[config.mk]
export PLATFORM = sky130hd
export DESIGN_NAME = eprom_pulse
export DESIGN_NICKNAME = d
export VERILOG_FILES = /design/src/rtl/eprom_pulse.sv
export SDC_FILE = /design/constraint.sdc
export NUM_CORES = 1
export LEC_CHECK = 0
export BUFFER_PORTS_ARGS = -buffer_cell sky130_fd_sc_hd__buf_2
export CAP_MARGIN = 20
export CORE_ASPECT_RATIO = 0.5
export CORE_MARGIN = 3
export CORE_UTILIZATION = 53
export CTS_CLUSTER_SIZE = 40
export DETAILED_ROUTE_END_ITERATION = 7
export GPL_ROUTABILITY_DRIVEN = 0
export PLACE_DENSITY = 0.94
export SLEW_MARGIN = 25
export SYNTH_ARGS = -nofsm -noshare
export SYNTH_HDL_FRONTEND = slang
export SYNTH_SLANG_ARGS = --single-unit
[constraint.sdc]
create_clock -name clk -period 3.2 [get_ports clk]
set_input_delay 0.32 -clock clk [delete_from_list [all_inputs] [get_ports clk]]
set_output_delay 0.32 -clock clk [all_outputs]
set_load 0.02 [all_outputs]
[src/rtl/eprom_pulse.sv]
module eprom_pulse #(
    parameter int ADDR_W    = 11,
    parameter int DATA_W    = 8,
    parameter int PULSE_MIN = 4,
    parameter int PULSE_MAX = 20
) (
    input  logic              clk,
    input  logic              rst_n,
    input  logic              en_strobe,
    input  logic              out_en,
    input  logic              vpp_prog,
    input  logic [ADDR_W-1:0] addr,
    input  logic [DATA_W-1:0] din,
    output logic              wr_en,
    output logic [ADDR_W-1:0] wr_addr,
    output logic [DATA_W-1:0] wr_data,
    output logic              err
);

    localparam int            CW    = $clog2(PULSE_MAX + 2);
    localparam logic [CW-1:0] MIN_V = CW'(PULSE_MIN);
    localparam logic [CW-1:0] MAX_V = CW'(PULSE_MAX);

    typedef struct packed {
        logic              active;
        logic [CW-1:0]     cnt;
        logic [ADDR_W-1:0] addr;
        logic [DATA_W-1:0] data;
        logic              err;
        logic              strobe_prev;
    } pulse_t;

    pulse_t q, d;

    always_comb begin
        d             = q;
        wr_en         = 1'b0;
        d.strobe_prev = en_strobe;
        if (!q.active) begin
            if (vpp_prog && out_en && en_strobe && !q.strobe_prev) begin
                d.active = 1'b1;
                d.cnt    = CW'(1);
                d.addr   = addr;
                d.data   = din;
            end
        end else if (!vpp_prog || !out_en) begin
            d.active = 1'b0;
        end else if (en_strobe) begin
            if (q.cnt <= MAX_V) d.cnt = q.cnt + 1'b1;
            if (q.cnt == MAX_V) d.err = 1'b1;
        end else begin
            d.active = 1'b0;
            if (q.cnt < MIN_V)       d.err = 1'b1;
            else if (q.cnt <= MAX_V) wr_en = 1'b1;
        end
    end

    always_ff @(posedge clk or negedge rst_n) begin
        if (!rst_n) begin
            q             <= '0;
            q.strobe_prev <= 1'b1;
        end else begin
            q <= d;
        end
    end

    assign wr_addr = q.addr;
    assign wr_data = q.data;
    assign err     = q.err;

    AST_WRITE_WINDOW: assert property (@(posedge clk) disable iff (!rst_n)
        wr_en |-> (vpp_prog && out_en && !en_strobe));

    AST_ERR_STICKY: assert property (@(posedge clk) disable iff (!rst_n)
        err |=> err);

endmodule

==> results of run 1 <==
==> worst max-delay path, delay by kind of cell (launching register included) <==
family / cells / cell delay [ns]
buffers and inverters: 1 / 0.19
DFF: 1 / 0.45
and+or+nand+nor: 3 / 0.56
AOI/OAI and AO/OA: 1 / 0.25
==> kinds of logic after synthesis <==
family,Yosys count
AND/OR/NAND/NOR,26
flip-flops,27
multiplexers,19
buffers and inverters,24
AO/OA/AOI/OAI,12
adder cells (fa/ha/maj),1
==> cells in the mapped netlist (all sizes together) <==
library cell	n	area [um2]
mux2	19	285.3
a211o	2	17.52
and4b	1	10.01
a21o	1	7.510
nor4b	1	8.760
nor2	4	15.01
o21a	1	7.510
o211ai	2	15.01
dfrtp	26	650.6
inv	2	7.510
nand4	1	6.260
o2111a	1	11.26
nand3	2	15.01
or3	1	11.26
dfstp	1	26.28
and3b	1	8.760
nand2	9	33.78
buf	21	165.2
nor3	2	10.01
ha	1	12.51
nor4	1	6.260
clkbuf	1	3.750
o41ai	1	8.760
and3	2	12.51
and4	1	8.760
o21ai	1	5.000
a311oi	1	8.760
a21oi	2	10.01
==> power breakdown <==
group / switching (mW) / total [mW] / internal [mW]
clock: 0.107 / 0.196 / 0.0884
sequential: 0.0552 / 0.468 / 0.413
combinational: 0.147 / 0.289 / 0.141
==> per-stage QoR <==
step / util, % / hold slack (ns) / setup slack (ns) / instance area, um2
3_3_place_gp: 63.35 / 0.3479 / 1.585 / 1484
5_1_grt: 65.44 / 0.05980 / 1.063 / 1533
6_report: 65.44 / 0.03222 / 1.164 / 1533
2_1_floorplan: - / 0.02441 / 1.484 / 1389
4_1_cts: 65.44 / 0.05176 / 1.198 / 1533
3_5_place_dp: 63.35 / 0.3605 / 1.514 / 1484
==> layout make-up <==
| class | instances | area [um2] |
|---|---|---|
| repair buffers | 44 | 220.2 |
| well taps | 35 | 43.79 |
| clock inverters | 1 | 7.507 |
| inverters | 2 | 7.507 |
| clock buffers | 3 | 41.29 |
| flip-flops and latches | 27 | 676.9 |
| fillers | 185 | 809.5 |
| multi-input cells | 58 | 535.5 |
==> worst paths after layout <==
kind / slack, ns / cells past startpoint / to
setup / recovery: 1.16 / 5 / wr_en
hold / removal: 0.03 / 1 / wr_data[7]$_DFFE_PN0P_
setup reg to reg: 1.56 / 4 / q[24]$_DFFE_PN0P_
hold reg to reg: 0.46 / 1 / err$_DFFE_PN0P_
max in group asynchronous: 2.78 / 1 / q[23]$_DFFE_PN0P_
min in group clk: 0.21 / 1 / q[0]$_DFF_PN1_
==> placed cells by master, fill, tap and decap left out, types with 2 or more instances in the layout <==
cell,Yosys,routed
and3_1,2,2
a211o_1,2,2
mux2_4,19,19
buf_2,0,44
nand2_1,9,9
dfrtp_1,26,26
inv_1,2,2
a21oi_1,2,2
nor3_1,2,2
o211ai_1,2,2
clkbuf_8,0,3
nor2_1,4,4
==> flip-flops by register name, indices dropped and copies added (netlist names) <==
register,cells
err,1
q,7
wr_addr,11
wr_data,8
==> routing by layer <==
metal,GRT usage [%],vias up
li1,-,418
met1,20.41,443
met5,0,-
met3,3.648,4
met4,5.575,0
met2,27.72,29
==> impl_metrics.yaml, run 1 <==
die:
  start_util_pct: 59.29
  ios: 45
  rows: 12
  dieArea_um2: 3308
  die_y_um: 42.20
  design.core.area_um2: 2342
  die_width_um: 78.40
timing:
  fin_skew_ns: 0.004887
  slew_viol_final: 0
  maxClockFrequency_ghz: 0.4911
  setup_viol: 0
  rsz0062_at_grt: "no"
  setup_tns_ns: 0
  worst_pin_slew_ns: 0.5833
  finalHoldViolCount: 0
  period_share_pct: 63.64
  maxSlewHeadroom_pct: 61.12
  period_minus_slack_ns: 2.036
synth:
  synth_fa_ha_area_share_pct: 0.9009
  netlist_area_um2: 1389
  synth_cells: 109
  synthXorXnorAreaFrac_pct: 0
  ys_ff_latch: 27
  synth_nets: 134
  synthMuxAreaShare_pct: 20.54
  synth_compound_area_share_pct: 6.577
  ys_seq_area_share_pct: 48.74
  synth_warnings: 0
  avgSynthCellArea_um2: 12.74
  synth-simple-area-share_pct: 10.54
  netlist-cell-type-count: 30
  synth_top_family_by_area: "multiplexers"
clock_network:
  clk_latency_ns: 0.27
  cts.reportedPaths.clkPinSlew_ns: 0.09
  cts-root-buf: "clkbuf_8"
  cts_tree: "built"
  numCtsBuffers: 3
  htree_levels: 1
  hold_buffers: 0
  postCtsSetupBuffers: 0
  cts_buffer_depth: 2
  cts_resized: 0
  cts.sinks: 27
detailed_routing:
  vias_per_cell: 5.259
  dr_wl_met3_um: 109
  drc: 0
  vias: 894
  postRouteAntennaNets: 0
  drt_wl_total_um: 2548
  drt-met1-wl_um: 1132
  dr.pass1.iters: 4
  top_layer: "met4"
  first_iter_violations: 53
  wl_met2_um: 1284
  wire_per_inst_um: 14.99
critical_path:
  slowest_stage: "dfrtp_1"
  worstReg2RegStart: "q[0]$_DFF_PN1_"
  cp.required_ns: 2.88
  crit_path_start_kind: "flop"
  crit_start: "q[22]$_DFFE_PN0P_"
  path_cells: "o211ai_1, and4_1, nand2_1, nor3_1, buf_2"
  cp_data_arrival_time_ns: 1.72
  cp_max_fo: 6
  crit_path_max_incr_delay_ns: 0.45
  cp-end-kind: "primary output"
  worstSetupPathType: "reg2out"
final_layout:
  area_growth_pct: 10.36
  drive_above_1_share_pct: 51.85
  n_antenna_cell: 0
  final_cells: 170
  fin_nets: 161
place:
  dpl.cell_count: 166
  io_buffers: 44
  dp_hpwl_um: 1914
grt:
  grt_first_pass_wirelength_um: 4209
  grt_pass1_vias: 895
  antenna_found_initial: 0
  grt_overflow: 0
  grt_usage_pct: 16.20
  grt_max_degree: 28
job:
  cap_violations: 0
pwr:
  total_leakage_power_nw: 0.8239
  irDropWorstVdd_uv: 237.1
  power_density_nw_per_um2: 621.1
  total_power_uw: 951.9
status:
  status: "complete, no violations"
worst_hold_path:
  hold_class: "in2async"
Note: power is estimated with default switching activity, not from simulation.
==> inputs of run 2 (changes only) <==
- CORE_UTILIZATION: 53 -> 50
- PLACE_DENSITY: 0.94 -> 0.9
- clock period: 3.2 -> 2.1 ns (I/O delays scaled with it)
==> run 2 against run 1 <==
Compared with the run above: clock power up 54%; cell area up 1.1%; power up 52%; global-route usage down 1.1 points; via count down 2.8%; worst setup slack worse by 0.94 ns; die area up 5.3%; sequential share of layout area down 0.50 points; utilization down 1.3 points; wire length down 4.7%; register-to-register slack worse by 1.0 ns.
==> impl_metrics.yaml, run 2 (synthesized netlist as in run 1, its figures left out) <==
grt:
  busiest_layer: "met2"
  met2_usage_pct: 25.49
  use_met1_pct: 19.57
  grt_max_degree: 28
  met3_usage_pct: 3.178
  grt_pass1_vias: 860
  grt_usage_pct: 15.08
  grt_overflow: 0
  grt_first_pass_wirelength_um: 4050
  antenna_found_initial: 0
timing:
  rsz0062_at_grt: "no"
  setup_tns_ns: 0
  maxClockFrequency_ghz: 0.5316
  slew_viol_final: 0
  period_minus_slack_ns: 1.881
  fin_skew_ns: 0.003486
  finalHoldViolCount: 0
  period_share_pct: 89.57
  hold_slack_ns: 0.09648
  maxSlewHeadroom_pct: 61.67
  worst_pin_slew_ns: 0.5749
  setup_viol: 0
die:
  start_util_pct: 57.45
  design.core.area_um2: 2417
  die_width_um: 80.54
  rows: 12
  dieArea_um2: 3484
  ios: 45
  die_y_um: 43.27
worst_hold_path:
  holdCritStartpoint: "en_strobe"
  min_to: "q[0]$_DFF_PN1_"
  worstHoldPathCells: 1
  hold_class: "in2reg"
clock_network:
  htree_levels: 1
  cts.sinks: 27
  cts_buffer_depth: 2
  cts-root-buf: "clkbuf_8"
  cts.reportedPaths.clkPinSlew_ns: 0.09
  cts_tree: "built"
  hold_buffers: 1
  clk_latency_ns: 0.28
  postCtsSetupBuffers: 0
  numCtsBuffers: 3
  cts_resized: 0
pwr:
  p_switching_uw: 469.1
  internal_power_uw: 979.9
  combPwrFrac_pct: 30.0
  switching_share_pct: 32.37
  power_density_nw_per_um2: 934.7
  clkPwrFrac_pct: 20.8
  total_leakage_power_nw: 0.8323
  irDropWorstVdd_uv: 569.2
  pwr-share-seq_pct: 49.2
critical_path:
  slowest_stage: "dfrtp_1"
  crit_path_max_incr_delay_ns: 0.46
  worstReg2RegStart: "q[26]$_DFF_PN0_"
  ff2ff_setup_slack_ns: 0.53
  path_cells: "o211ai_1, and4_1, nand2_1, nor3_1, buf_2"
  r2r_cells: 2
  path_buf_inv: 1
  worstSetupPathType: "reg2out"
  cp-end-kind: "primary output"
  crit_path_start_kind: "flop"
  r2r-end: "wr_addr[0]$_DFFE_PN0P_"
  crit_cells: 5
  cp_max_fo: 6
  crit_start: "q[22]$_DFFE_PN0P_"
  cp.required_ns: 1.89
  cp_data_arrival_time_ns: 1.67
  cp_top_family: "simple AND/OR/NAND/NOR gates"
final_layout:
  n_antenna_cell: 0
  layout_commonest_cell: "buf_2"
  drive_above_1_share_pct: 51.82
  largest_reg_flops: 11
  area_growth_pct: 11.62
  final_cell_mix: "44 x buf_2, 26 x dfrtp_1, 19 x mux2_4, 9 x nand2_1, 4 x nor2_1"
  design_area_um2: 1550
  fin_nets: 163
status:
  status: "complete, no violations"
detailed_routing:
  vias_per_cell: 5.052
  wire_per_inst_um: 14.11
  drt_wl_total_um: 2427
  postRouteAntennaNets: 0
  drc: 0
  vias: 869
  dr.pass1.iters: 4
  first_iter_violations: 43
place:
  io_buffers: 44
  dp_hpwl_um: 1811
  place_area_um2: 1491
job:
  cap_violations: 0
run 2: changes by cell type in the layout (fill, tap and decap cells not counted):
cell	delta
buf_4	+1
dlygate4sd3_1	+1
run 2: final cells by class:
cell class / count / area, um2
Sequential cell: 27 / 676.9
Clock inverter: 1 / 7.507
Timing Repair Buffer: 46 / 237.7
Inverter: 2 / 7.507
Fill cell: 194 / 867.1
Multi-Input combinational cell: 58 / 535.5
Tap cell: 35 / 43.79
Clock buffer: 3 / 41.29
run 2: worst max-delay path by stage:
stage                                         to
after global routing                       wr_en
after global placement                     wr_en
after detailed placement  wr_data[4]$_DFFE_PN0P_
after floorplan                            wr_en
after CTS                                  wr_en
final                                      wr_en
run 2: power by group through the flow:
stage | clock network (mW) | logic [mW] | registers (mW)
after detailed placement | 0 | 0.441 | 0.719
after global placement | 0 | 0.426 | 0.716
final | 0.302 | 0.434 | 0.713
after CTS | 0.313 | 0.441 | 0.711
after global routing | 0.338 | 0.464 | 0.730
after floorplan | 0 | 0.416 | 0.702
run 2: worst reg2reg max path, stage by stage (launching register included):
cell     delay (ns)
dfrtp_1        0.50
or3_4          0.61
mux2_4         0.36
run 2: metal layers:
layer | routed length (um) | part of all wire (%)
met1 | 1139 | 47
met2 | 1186 | 49
met3 | 100 | 4.1
met4 | 0 | 0
met5 | 0 | 0
run 2: through the flow:
stage	utilization, %	worst slack (ns)	instances	power [mW]
global route	64.13	0.09083	172	1.532
global placement	61.70	0.5789	167	1.142
finish	64.13	0.2190	172	1.449
floorplan	-	0.4939	109	1.118
detailed placement	61.70	0.5366	167	1.160
CTS	64.13	0.2259	172	1.465
